## src/rtl/rtc_irq_pkg.sv

```systemverilog
package rtc_irq_pkg;
  localparam int REG_AW  = 3;
  localparam int REG_DW  = 8;
  localparam int N_EVT   = 3;
  localparam int N_ALM   = 4;
  localparam int FLD_W   = 7;
  localparam int RATE_W  = 4;

  localparam logic [REG_AW-1:0] RA_CTRL  = 3'd0;
  localparam logic [REG_AW-1:0] RA_ASEC  = 3'd1;
  localparam logic [REG_AW-1:0] RA_AMIN  = 3'd2;
  localparam logic [REG_AW-1:0] RA_AHR   = 3'd3;
  localparam logic [REG_AW-1:0] RA_ADATE = 3'd4;
  localparam logic [REG_AW-1:0] RA_FLAGS = 3'd5;

  localparam int EV_PRD = 0;
  localparam int EV_ALM = 1;
  localparam int EV_PF  = 2;

  typedef struct packed {
    logic              bkup_en;
    logic              pf_en;
    logic              alm_en;
    logic              prd_en;
    logic [RATE_W-1:0] rate;
  } ctrl_t;
endpackage

```

## src/rtl/irq_prd_div.sv

```systemverilog
module irq_prd_div
  import rtc_irq_pkg::*;
#(
  parameter int TICKS_10MS = 328,
  parameter int DEC_MULT   = 10
) (
  input  logic              clk,
  input  logic              rst,
  input  logic              restart,
  input  logic              tick,
  input  logic [RATE_W-1:0] rate,
  output logic              evt
);
  localparam int N_CODE = 1 << RATE_W;
  localparam int BIN_W  = N_CODE - 2;
  localparam int DW     = $clog2(TICKS_10MS + 1);
  localparam int MW     = $clog2(DEC_MULT + 1);

  logic [BIN_W-1:0]  bcnt;
  logic [DW-1:0]     dcnt;
  logic [MW-1:0]     mcnt;
  logic [N_CODE-1:0] bin_hit;
  logic              dec_wrap, mult_wrap, hit;

  assign dec_wrap  = (dcnt == DW'(TICKS_10MS - 1));
  assign mult_wrap = (mcnt == MW'(DEC_MULT - 1));

  // binary rates tap the shared counter: code g fires every 2^(g-1) ticks
  assign bin_hit[2:0] = '0;
  for (genvar g = 3; g < N_CODE; g++) begin : g_tap
    assign bin_hit[g] = &bcnt[g-2:0];
  end

  always_comb begin
    case (rate)
      4'd0:    hit = 1'b0;
      4'd1:    hit = dec_wrap;
      4'd2:    hit = dec_wrap && mult_wrap;
      default: hit = bin_hit[rate];
    endcase
  end

  assign evt = tick && hit;

  always_ff @(posedge clk) begin
    if (rst || restart) begin
      bcnt <= '0;
      dcnt <= '0;
      mcnt <= '0;
    end else if (tick) begin
      bcnt <= bcnt + 1'b1;
      dcnt <= dec_wrap ? '0 : dcnt + 1'b1;
      if (dec_wrap) mcnt <= mult_wrap ? '0 : mcnt + 1'b1;
    end
  end

  // every enabled rate spans more than one tick
  p_no_back_to_back_r2: assert property (@(posedge clk) disable iff (rst)
    (evt && !restart) |=> !evt);
endmodule

```

## src/rtl/irq_alm_match.sv

```systemverilog
module irq_alm_match
  import rtc_irq_pkg::*;
(
  input  logic                         upd,
  input  logic [N_ALM-1:0][REG_DW-1:0] alarm_regs,
  input  logic [N_ALM-1:0][FLD_W-1:0]  cur_time,
  output logic                         hit
);
  logic [N_ALM-1:0] fld_ok;

  // bit 7 of each alarm register removes its field from the compare
  for (genvar i = 0; i < N_ALM; i++) begin : g_fld
    assign fld_ok[i] = alarm_regs[i][REG_DW-1] ||
                       (alarm_regs[i][FLD_W-1:0] == cur_time[i]);
  end

  assign hit = upd && (&fld_ok);
endmodule

```

## src/rtl/rtc_irq_unit.sv

```systemverilog
module rtc_irq_unit
  import rtc_irq_pkg::*;
#(
  parameter int HOLD_CYC   = 3,
  parameter int TICKS_10MS = 328
) (
  input  logic        clk,
  input  logic        rst,
  input  logic        tick,
  input  logic        upd,
  input  logic [6:0]  cur_sec,
  input  logic [6:0]  cur_min,
  input  logic [5:0]  cur_hour,
  input  logic [5:0]  cur_date,
  input  logic        pwr_fail,
  input  logic        on_batt,
  input  logic        bat_low,
  input  logic [2:0]  addr,
  input  logic        wr,
  input  logic        rd,
  input  logic [7:0]  wdata,
  output logic [7:0]  rdata,
  output logic        irq_n
);
  localparam int HW = $clog2(HOLD_CYC + 2);

  ctrl_t                        ctrl_q, ctrl_nxt;
  logic [N_ALM-1:0][REG_DW-1:0] alarm_q;
  logic [N_ALM-1:0][FLD_W-1:0]  cur_time;
  logic [N_EVT-1:0]             flag_q, flag_nxt, evt, en_nxt;
  logic                         blf_q, pf_prev;
  logic [HW-1:0]                hold_q;
  logic                         ctrl_wr, qualified, clr, irq_low;
  logic                         prd_evt, alm_evt;
  logic [REG_DW-1:0]            rdata_q, flags_byte;
  logic                         irq_n_q;

  assign ctrl_wr  = wr && (addr == RA_CTRL);
  assign ctrl_nxt = ctrl_wr ? ctrl_t'(wdata) : ctrl_q;
  assign cur_time = {{1'b0, cur_date}, {1'b0, cur_hour}, cur_min, cur_sec};

  irq_prd_div #(.TICKS_10MS(TICKS_10MS)) u_div (
    .clk(clk), .rst(rst), .restart(ctrl_wr), .tick(tick),
    .rate(ctrl_q.rate), .evt(prd_evt)
  );

  irq_alm_match u_alm (
    .upd(upd), .alarm_regs(alarm_q), .cur_time(cur_time), .hit(alm_evt)
  );

  // address-hold qualifier for the clearing read
  always_ff @(posedge clk) begin
    if (rst || addr != RA_FLAGS) hold_q <= '0;
    else if (hold_q != HW'(HOLD_CYC)) hold_q <= hold_q + 1'b1;
  end

  assign qualified = (hold_q == HW'(HOLD_CYC));
  assign clr       = rd && (addr == RA_FLAGS) && qualified;

  assign evt[EV_PRD] = prd_evt;
  assign evt[EV_ALM] = alm_evt;
  assign evt[EV_PF]  = pwr_fail && !pf_prev;

  // an event in the clearing cycle wins over the clear
  assign flag_nxt = (flag_q & {N_EVT{!clr}}) | evt;
  assign en_nxt   = {ctrl_nxt.pf_en, ctrl_nxt.alm_en, ctrl_nxt.prd_en};
  assign irq_low  = on_batt ? (flag_nxt[EV_ALM] && ctrl_nxt.alm_en && ctrl_nxt.bkup_en)
                            : |(flag_nxt & en_nxt);

  assign flags_byte = {{(REG_DW-N_EVT-1){1'b0}}, blf_q, flag_q};

  always_ff @(posedge clk) pf_prev <= pwr_fail;

  always_ff @(posedge clk) begin
    if (rst) blf_q <= bat_low;
  end

  always_ff @(posedge clk) begin
    if (rst) begin
      ctrl_q  <= '0;
      alarm_q <= '0;
      flag_q  <= '0;
      rdata_q <= '0;
      irq_n_q <= 1'b1;
    end else begin
      ctrl_q  <= ctrl_nxt;
      flag_q  <= flag_nxt;
      irq_n_q <= !irq_low;
      if (wr) begin
        case (addr)
          RA_ASEC:  alarm_q[0] <= wdata;
          RA_AMIN:  alarm_q[1] <= wdata;
          RA_AHR:   alarm_q[2] <= wdata;
          RA_ADATE: alarm_q[3] <= wdata;
          default:  ;
        endcase
      end
      if (rd) begin
        case (addr)
          RA_CTRL:  rdata_q <= ctrl_q;
          RA_ASEC:  rdata_q <= alarm_q[0];
          RA_AMIN:  rdata_q <= alarm_q[1];
          RA_AHR:   rdata_q <= alarm_q[2];
          RA_ADATE: rdata_q <= alarm_q[3];
          RA_FLAGS: rdata_q <= flags_byte;
          default:  rdata_q <= '0;
        endcase
      end
    end
  end

  assign rdata = rdata_q;
  assign irq_n = irq_n_q;

  // enables come out of reset cleared
  p_en_clear_r1: assert property (@(posedge clk) disable iff (rst)
    $past(rst) |-> (ctrl_q == '0 && irq_n_q));
  // alarm flag rises only after an update strobe
  p_alm_on_upd_r3: assert property (@(posedge clk) disable iff (rst)
    (!$past(rst) && $rose(flag_q[EV_ALM])) |-> $past(upd));
  // a request always has a flag behind it
  p_irq_has_flag_r5: assert property (@(posedge clk) disable iff (rst)
    !irq_n_q |-> (|flag_q));
  // a periodic flag drops only through a read of the flags location
  p_clear_by_read_r6: assert property (@(posedge clk) disable iff (rst)
    (!$past(rst) && $fell(flag_q[EV_PRD])) |-> $past(rd && addr == RA_FLAGS));
  // in backup mode without the backup enable the request stays released
  p_bkup_quiet_r10: assert property (@(posedge clk) disable iff (rst)
    (on_batt && !ctrl_wr && !ctrl_q.bkup_en) |=> irq_n_q);
  // battery-low status frozen outside reset
  p_blf_hold_r11: assert property (@(posedge clk) disable iff (rst)
    !rst |=> $stable(blf_q));
endmodule

```

## config.mk

```make
export PLATFORM = sky130hd
export DESIGN_NAME = rtc_irq_unit
export DESIGN_NICKNAME = d
export VERILOG_FILES = /design/src/rtl/rtc_irq_pkg.sv /design/src/rtl/irq_prd_div.sv /design/src/rtl/irq_alm_match.sv /design/src/rtl/rtc_irq_unit.sv
export SDC_FILE = /design/constraint.sdc
export NUM_CORES = 1
export LEC_CHECK = 0
export ABC_CLOCK_PERIOD_IN_PS = 2500
export BUFFER_PORTS_ARGS = -buffer_cell sky130_fd_sc_hd__buf_2
export CORE_ASPECT_RATIO = 0.9
export CORE_MARGIN = 10
export CORE_UTILIZATION = 50
export CTS_CLUSTER_DIAMETER = 40
export CTS_CLUSTER_SIZE = 24
export DETAILED_ROUTE_END_ITERATION = 10
export GPL_ROUTABILITY_DRIVEN = 0
export HOLD_SLACK_MARGIN = 0.08
export PLACE_DENSITY_LB_ADDON = 0.15
export SLEW_MARGIN = 20
export SYNTH_ARGS = -nofsm -noshare
export SYNTH_HDL_FRONTEND = slang
export SYNTH_SLANG_ARGS = --single-unit
```

## constraint.sdc

```tcl
create_clock -name clk -period 2.5 [get_ports clk]
set_input_delay 0.5 -clock clk [delete_from_list [all_inputs] [get_ports clk]]
set_output_delay 0.5 -clock clk [all_outputs]
set_load 0.005 [all_outputs]
```

Yosys cells after proc, flatten, opt, wreduce, memory -nomap -nowiden
Index checks and enable logic that the tools add are counted.
W data, S select, Z words.
{"block": "op_classes", "n_addsub": 4, "n_lt_le_gt_ge": 1, "eq_ne": 16, "n_mux": 8, "n_bitwise": 3, "n_reduce_logical": 40}
{"cell": "$pmux W8 S6", "n": 1}
{"cell": "$add A14 B1 Y14 const B", "n": 1}
{"cell": "$eq A7 B6 Y1", "n": 2}
{"cell": "$eq A7 B7 Y1", "n": 2}
{"cell": "$reduce_and A14 Y1", "n": 1}
{"cell": "$reduce_and A13 Y1", "n": 1}
{"cell": "$reduce_and A12 Y1", "n": 1}
{"cell": "$reduce_and A2 Y1", "n": 6}
{"cell": "$reduce_and A11 Y1", "n": 1}
{"cell": "$reduce_and A10 Y1", "n": 1}
{"cell": "$add A9 B1 Y9 const B", "n": 1}
{"cell": "$eq A3 B2 Y1 const B", "n": 3}
{"cell": "$eq A9 B9 Y1 const B", "n": 1}
{"cell": "$logic_and A1 B1 Y1", "n": 9}
{"cell": "$mux W9", "n": 1}
{"cell": "$reduce_and A9 Y1", "n": 1}
{"cell": "$mux W8", "n": 1}
{"cell": "$reduce_and A4 Y1", "n": 2}
{"cell": "$reduce_and A8 Y1", "n": 1}
{"cell": "$reduce_and A7 Y1", "n": 1}
{"cell": "$and A3 B3 Y3", "n": 2}
{"cell": "$eq A3 B3 Y1 const B", "n": 2}
{"cell": "$logic_or A1 B1 Y1", "n": 6}
{"cell": "$reduce_and A6 Y1", "n": 1}
{"cell": "20 further kinds", "n": 23}
{"block": "word_totals", "ff_bits": 84, "input_bits": 46}

Logic depth before layout (Yosys ltp)
Gate-level depths: netlist of the first run.
{"block": "depth", "depth_word": 10, "depth_mapped": 10}

Modules after synthesis
A second synthesis of the first run with hierarchy kept.
{"block": "unflattened", "cells_unflattened": 461, "hier_area_um2": 4206.5}
{"mod": "rtc_irq_unit", "n_inst": 1, "cells_each": 259, "area_each_um2": 2447.3, "seq_area_each_um2": 1151.1}
{"mod": "irq_prd_div", "n_inst": 1, "cells_each": 163, "area_each_um2": 1433.9, "seq_area_each_um2": 540.5}
{"mod": "irq_alm_match", "n_inst": 1, "cells_each": 39, "area_each_um2": 325.3, "seq_area_each_um2": 0.0}

Worst setup path before layout of the first run
Ideal clock, no wire load.
{"block": "synth_timing", "kind": "reg2reg", "from": "register u_div.bcnt[0]", "to": "register irq_n_q, in the netlist irq_n", "arrival_ns": 2.157, "t_required_ns": 2.378, "setup_slack_ns": 0.221, "stages_incl_launch_ff": 10, "path_buffers": 0, "synth_period_minus_slack_ns": 2.279, "path_cell_list": "dfxtp_1 ha_1 nand3_1 nor2_1 ha_1 nand3b_1 a211oi_2 nor4bb_1 or4_1 a221o_1"}
{"block": "synth_via", "elab_chain_len": 10, "elab_cells_between_ends": 22, "classes_between": "mux (4); bitwise (2); reduce/logical (16)"}
{"item": "start: declaration", "line_no": "irq_prd_div.sv:19", "source": "logic [BIN_W-1:0] bcnt;"}
{"item": "start signal: assignment", "line_no": "irq_prd_div.sv:51", "source": "bcnt <= bcnt + 1'b1;"}
{"item": "$reduce_and A14 Y1 (tied with other cells)", "line_no": "irq_prd_div.sv:31", "source": "assign bin_hit[g] = &bcnt[g-2:0];"}
{"item": "$bmux W1 S4 *", "line_no": "irq_prd_div.sv:39", "source": "default: hit = bin_hit[rate];"}
{"item": "$mux W1 (implied by the code) *", "line_no": "irq_prd_div.sv:39"}
{"item": "$pmux W1 S3 *", "line_no": "irq_prd_div.sv:35", "source": "case (rate)"}
{"item": "$logic_and A1 B1 Y1 *", "line_no": "irq_prd_div.sv:43", "source": "assign evt = tick && hit;"}
{"item": "$or A3 B3 Y3 *", "line_no": "rtc_irq_unit.sv:65", "source": "assign flag_nxt = (flag_q & {N_EVT{!clr}}) | evt;"}
{"item": "$and A3 B3 Y3 *", "line_no": "rtc_irq_unit.sv:68", "source": ": |(flag_nxt & en_nxt);"}
{"item": "$reduce_or A3 Y1 *", "line_no": "rtc_irq_unit.sv:68"}
{"item": "$mux W1 *", "line_no": "rtc_irq_unit.sv:67", "source": "assign irq_low = on_batt ? (flag_nxt[EV_ALM] && ctrl_nxt.alm_en && ctrl_nxt.bkup_en)"}
{"item": "$logic_not A1 Y1 *", "line_no": "rtc_irq_unit.sv:88", "source": "irq_n_q <= !irq_low;"}
{"item": "end signal: assignment", "line_no": "rtc_irq_unit.sv:88"}
{"item": "end: declaration", "line_no": "rtc_irq_unit.sv:36", "source": "logic irq_n_q;"}
Mark *: on every way between the ends. The rest lies on a longest branch, timed or not. The select of a mux whose other input is x is not followed.
A chain may end at the register's enable or synchronous reset.

Final worst setup path of the first run
Ends and elaborated chain as after synthesis.

==> results of run 1 <==
## flip-flops by register name (all words and copies together) (netlist names)
signal      count
alarm_q        32
ctrl_q          8
blf_q           1
hold_q          3
rdata           8
flag_q          3
pf_prev         1
u_div.mcnt      4
u_div.bcnt     14
irq_n           1
u_div.dcnt      9
## worst max-delay path by stage
stage	cells after the start	startpoint	to
3_3_place_gp	9	u_div.bcnt[0]$_SDFFE_PP0P_	irq_n$_SDFF_PP1_
2_1_floorplan	9	u_div.bcnt[0]$_SDFFE_PP0P_	irq_n$_SDFF_PP1_
4_1_cts	9	u_div.bcnt[0]$_SDFFE_PP0P_	irq_n$_SDFF_PP1_
5_1_grt	9	u_div.bcnt[0]$_SDFFE_PP0P_	irq_n$_SDFF_PP1_
6_report	9	u_div.bcnt[0]$_SDFFE_PP0P_	irq_n$_SDFF_PP1_
3_5_place_dp	9	u_div.bcnt[0]$_SDFFE_PP0P_	irq_n$_SDFF_PP1_
## kinds of logic (layout without fill, tap and decap cells)
kind of cell               count (synthesis)  in the layout
buffers and inverters                     33             92
muxes                                     21             21
xor gates and xnor gates                  46             46
and+or+nand+nor                          207            207
adders and majority gates                  7              7
DFF                                       84             84
AOI/OAI and AO/OA                         92             92
## metrics by stage
stage	worst slack, ps	cells	util (%)	hold slack, ps
2_1_floorplan	221.2	490	-	445.9
3_3_place_gp	173.0	632	56.13	466.2
3_5_place_dp	99.99	632	56.13	476.6
4_1_cts	27.78	648	58.66	254.4
5_1_grt	11.97	648	58.81	253.2
6_report	144.4	648	58.81	268.0
## layer usage
metal  track usage [%]  share of wire, %  routed length, um
met1             21.76                41               4583
met2             32.38                50               5584
met4             5.967               1.9                210
met5                 0                 0                  0
met3             4.666               7.2                811
## timing repair
action	4_1_cts	5_1_grt
gates resized for setup	0	5
hold endpoints to repair	0	0
setup endpoints to repair	0	1
## power by group through the flow
stage                     Sequential [mW]  Combinational, mW  Clock, mW
after floorplan                      1.42              0.147          0
after global placement               1.43              0.244          0
after CTS                            1.40              0.250       1.02
after global routing                 1.40              0.275       1.08
final                                1.40              0.252       1.01
after detailed placement             1.43              0.249          0
## worst max-delay path: cells and delay by family, from the launching register on
kind,cells,cell delay (ps)
and+or+nand+nor,5,940
AOI/OAI and AO/OA,2,570
adders and majority gates,2,380
DFF,1,360
## cell type report
cell class / count / area (sq um)
inverter: 6 / 22.52
tap: 99 / 123.9
sequential: 84 / 1694
multi-input combinational: 373 / 2288
fill: 744 / 3307
clock buffer: 12 / 155.1
clock inverter: 4 / 47.55
timing repair buffer: 70 / 390.4
## cell usage in the layout, fill, tap and decap left out, drive strengths merged, types with 2 or more instances in the layout
master,netlist,final
xnor2,18,18
ha,7,7
a221oi,2,2
mux2,4,4
a22oi,7,7
mux2i,15,15
nor4,6,6
a211o,2,2
xor2,28,28
inv,6,6
mux4,2,2
clkbuf,17,12
nand3,10,10
a211oi,5,5
nor2b,9,9
a21oi,46,46
dfxtp,83,83
nand4,10,10
clkinv,0,2
and3,6,6
or3,3,3
nor3,5,5
buf,10,70
nand2b,4,4
nand2,91,91
a31oi,5,5
o221ai,4,4
a41oi,3,3
o21ai,9,9
nor2,52,52
==> results.yml, run 1 <==
run_status:
  status: "completed"
power:
  p_leak_nw: 1.864
  internal_power_mw: 1.991
  p_clk_share_pct: 38.0
  combinationalPowerShare_pct: 9.5
  power_density_nw_per_um2: 563.5
  finalPower_mw: 2.661
  switchingPower_mw: 0.6695
  vdd_ir_drop_max_mv: 0.3424
  switching_share_pct: 25.16
  seq_power_share_pct: 52.6
sta:
  clock.fmax_ghz: 0.4245
  rsz0062_at_grt: "false"
  report.final.slew_viol_count: 0
  fin_setup_tns_ps: 0
  finalHoldViolations: 0
  fin_skew_ps: 13.77
  setup_viol: 0
  worst_pin_slew_ps: 586.2
  fin_crit_sh_pct: 94.23
  slew_headroom_pct: 60.92
  min_period_ps: 2356
floorplanning:
  dieArea_sq_um: 12250
  ios: 55
  die_x_um: 115.6
  rows: 31
  core_sq_um: 8029
  die_y_um: 106.0
  start_util_pct: 51.21
route:
  drt_first_pass_iters: 5
  drtIter0Drc: 220
  ant_nets: 0
  wl_per_cell_um: 17.27
  drc: 0
  finalWirelength_um: 11190
  route.vias.total: 3682
  avgViaCountPerCell: 5.682
logic_synthesis:
  synthTopCellsByArea: "dfxtp_1 (40%), nand2_1 (8.2%), xor2_1 (6.0%)"
  synth_fa_ha_area_share_pct: 2.130
  avgSynthCellArea_sq_um: 8.391
  post-synth-top-count-cell: "nand2_1"
  synth_compound_area_share_pct: 14.09
  synth_top_area_share_pct: 40.41
  synth_seq_area_share_pct: 41.14
  synthCells: 490
  ys.flop_type: "dfxtp_1"
  async_reset_ff_share_pct: 0
  synthXorXnorAreaFrac_pct: 9.799
  synth_enable_flop_cells: 1
  synth.area.mux_share_pct: 5.934
  yosysTopAreaCell: "dfxtp_1"
  ys.warnings.count: 0
  synth_simple_gate_area_share_pct: 23.46
  netlist_area_sq_um: 4111
  synth_cell_types: 59
  synthTopCellsByCount: "nand2_1 (90), dfxtp_1 (83), nor2_1 (52), a21oi_1 (46), xor2_1 (28)"
  ys_ff_latch: 84
  synth_top_family_by_area: "simple AND/OR/NAND/NOR gates"
  synth_nets: 543
critical_path:
  rr_worst_depth: 9
  end_kind: "flip-flop"
  cp_slowest_cell: "or4_1"
  critPathLaunchType: "flip-flop"
  path_max_fanout: 4
  path_cells: "ha_2, nand3_2, nor2_2, ha_1, nand3b_1, a211oi_2, nor4bb_1, or4_1, a221o_1"
  regToRegEndpoint: "irq_n$_SDFF_PP1_"
  arrival_ps: 2600
  r2r_start: "u_div.bcnt[0]$_SDFFE_PP0P_"
  reg2reg_slack_ps: 140
  cpPeakStageDelay_ps: 490
  worstPathRequired_ps: 2740
  critPathKind: "flip-flop to flip-flop"
final_layout:
  antenna_cells: 0
  drive_gt1_share_pct: 18.94
  syn2layout_area_growth_pct: 14.85
  fin_area_sq_um: 4722
  final_nets: 597
run:
  maxCapViolations: 0
worst_hold_path:
  hold_path.class: "primary input to flip-flop"
  holdPathEnd: "pf_prev$_DFF_P_"
  min_from: "pwr_fail"
  hold_depth: 1
cts:
  cts_hold_buffers: 0
  cts_buffers: 9
  root_buffer: "clkbuf_8"
  clkLatencyLatePin_ps: 360
  h-tree-depth: 3
  clk_pin_slew_ps: 80
  ctsLongestPathBuffers: 2
  cts_tree: "yes"
  cts_setup_buffers: 0
  cts.sinks: 84
global_routing:
  grt_pass1_vias: 3684
  grt_max_degree: 34
  grt_pass1_wl_um: 18230
  grt_util_all_layers_pct: 18.59
  overflow: 0
  antenna_found_initial: 0
placement:
  post_dp_cell_area_sq_um: 4507
  dp_hpwl_um: 8378
  port_buffers: 54
Power figures use the tool's default switching activity.
==> run 2, diff against run 1 <==
ABC_CLOCK_PERIOD_IN_PS = 2960   (was 2500)
clock period = 2.96 ns   (was 2.5 ns; I/O delays follow)
==> results.yml, run 2 (synthesis results as in run 1) <==
run_status:
  status: "completed"
route:
  drc: 0
  wl_per_cell_um: 16.98
  avgViaCountPerCell: 5.513
  drtIter0Drc: 213
  ant_nets: 0
  route.vias.total: 3512
  finalWirelength_um: 10820
  drt_first_pass_iters: 4
cts:
  cts.sinks: 84
  cts_buffers: 9
  cts_resized: 0
  cts_setup_buffers: 0
  clkLatencyLatePin_ps: 350
  clk_pin_slew_ps: 80
  cts_hold_buffers: 0
  cts_tree: "yes"
  ctsLongestPathBuffers: 2
  h-tree-depth: 3
  root_buffer: "clkbuf_8"
sta:
  report.final.slew_viol_count: 0
  worst_pin_slew_ps: 704.4
  timing.hold.ws_ps: 350.1
  fin_crit_sh_pct: 86.56
  min_period_ps: 2562
  rsz0062_at_grt: "false"
  finalHoldViolations: 0
  slew_headroom_pct: 53.04
  clock.fmax_ghz: 0.3903
  fin_skew_ps: 8.923
  setup_viol: 0
  fin_setup_tns_ps: 0
critical_path:
  worstSetupStartpoint: "u_div.bcnt[0]$_SDFFE_PP0P_"
  path_max_fanout: 4
  critPathLaunchType: "flip-flop"
  arrival_ps: 2800
  end_kind: "flip-flop"
  critPathKind: "flip-flop to flip-flop"
  worstPathRequired_ps: 3200
  r2r_start: "u_div.bcnt[0]$_SDFFE_PP0P_"
global_routing:
  met3_usage_pct: 3.598
  grt_max_degree: 33
  grt_pass1_wl_um: 17460
  grt.busiest_layer: "met2"
  overflow: 0
  antenna_found_initial: 0
  grt_util_met2_pct: 30.46
  grt_pass1_vias: 3421
  use_met1_pct: 22.11
  grt_util_all_layers_pct: 17.81
power:
  vdd_ir_drop_max_mv: 0.2805
  switching_share_pct: 24.01
  internal_power_mw: 1.738
  p_clk_share_pct: 39.5
  switchingPower_mw: 0.5491
  seq_power_share_pct: 51.7
  power_density_nw_per_um2: 492.6
  combinationalPowerShare_pct: 8.8
  p_leak_nw: 1.815
placement:
  dp_hpwl_um: 8088
  dp_cells: 621
  port_buffers: 54
final_layout:
  final_cell_mix: "nand2_1 (90), dfxtp_1 (83), buf_2 (54)"
  largest_register_ffs: 32
  antenna_cells: 0
  layoutNonFillerInstCount: 637
  mostFrequentLayoutCell: "nand2_1"
  top_regs: "alarm_q x32, u_div.bcnt x14, u_div.dcnt x9"
  largest_register: "alarm_q"
  drive_gt1_share_pct: 16.17
  final_nets: 586
  syn2layout_area_growth_pct: 12.90
run:
  maxCapViolations: 0
floorplanning:
  ios: 55
  dieArea_sq_um: 12250
  rows: 31
  die_x_um: 115.6
  start_util_pct: 51.21
  die_y_um: 106.0
  core_sq_um: 8029
worst_hold_path:
  min_from: "pwr_fail"
  hold_path.class: "primary input to flip-flop"
[run 2: worst paths after layout]
check | endpoint | depth (start not counted) | slack [ps]
worst max register to register | irq_n$_SDFF_PP1_ | 9 | 400
worst min-delay path | pf_prev$_DFF_P_ | 1 | 350
worst max-delay path | irq_n$_SDFF_PP1_ | 9 | 400
worst min register to register | flag_q[2]$_SDFF_PP0_ | 2 | 480
[run 2: through the flow]
step	power (mW)	area [sq um]	setup WS, ps	util [%]
6_report	2.287	4642	397.9	57.82
5_1_grt	2.387	4642	228.5	57.82
3_5_place_dp	1.409	4424	448.2	55.10
2_1_floorplan	1.324	4111	681.2	-
3_3_place_gp	1.405	4424	485.8	55.10
4_1_cts	2.317	4642	416.3	57.82
[run 2: layer usage]
metal | wire (um) | up-vias | part of all wire, %
met4 | 104 | 0 | 0.96
met2 | 5355 | 90 | 50
met3 | 753 | 11 | 7.0
li1 | - | 1780 | -
met1 | 4605 | 1631 | 43
met5 | 0 | - | 0
[run 2: power groups by stage]
stage | registers (mW) | logic (mW) | clock network [mW]
3_3_place_gp | 1.21 | 0.197 | 0
3_5_place_dp | 1.21 | 0.201 | 0
2_1_floorplan | 1.20 | 0.124 | 0
4_1_cts | 1.18 | 0.202 | 0.933
5_1_grt | 1.19 | 0.224 | 0.978
6_report | 1.18 | 0.201 | 0.904
[run 2: worst max-delay path, stage by stage (launching register included)]
cell and delay, ps:
dfxtp_1 400, ha_1 220, nand3_1 150, nor2_1 280
ha_1 210, nand3b_1 90, a211oi_2 240, nor4bb_1 80
or4_1 480, a221o_1 300
[run 2: final cells by class]
cell class / count / area (sq um)
sequential: 84 / 1692
clock buffer: 12 / 145.1
fill: 759 / 3387
tap: 99 / 123.9
clock inverter: 4 / 72.57
timing repair buffer: 59 / 307.8
inverter: 6 / 22.52
multi-input combinational: 373 / 2278
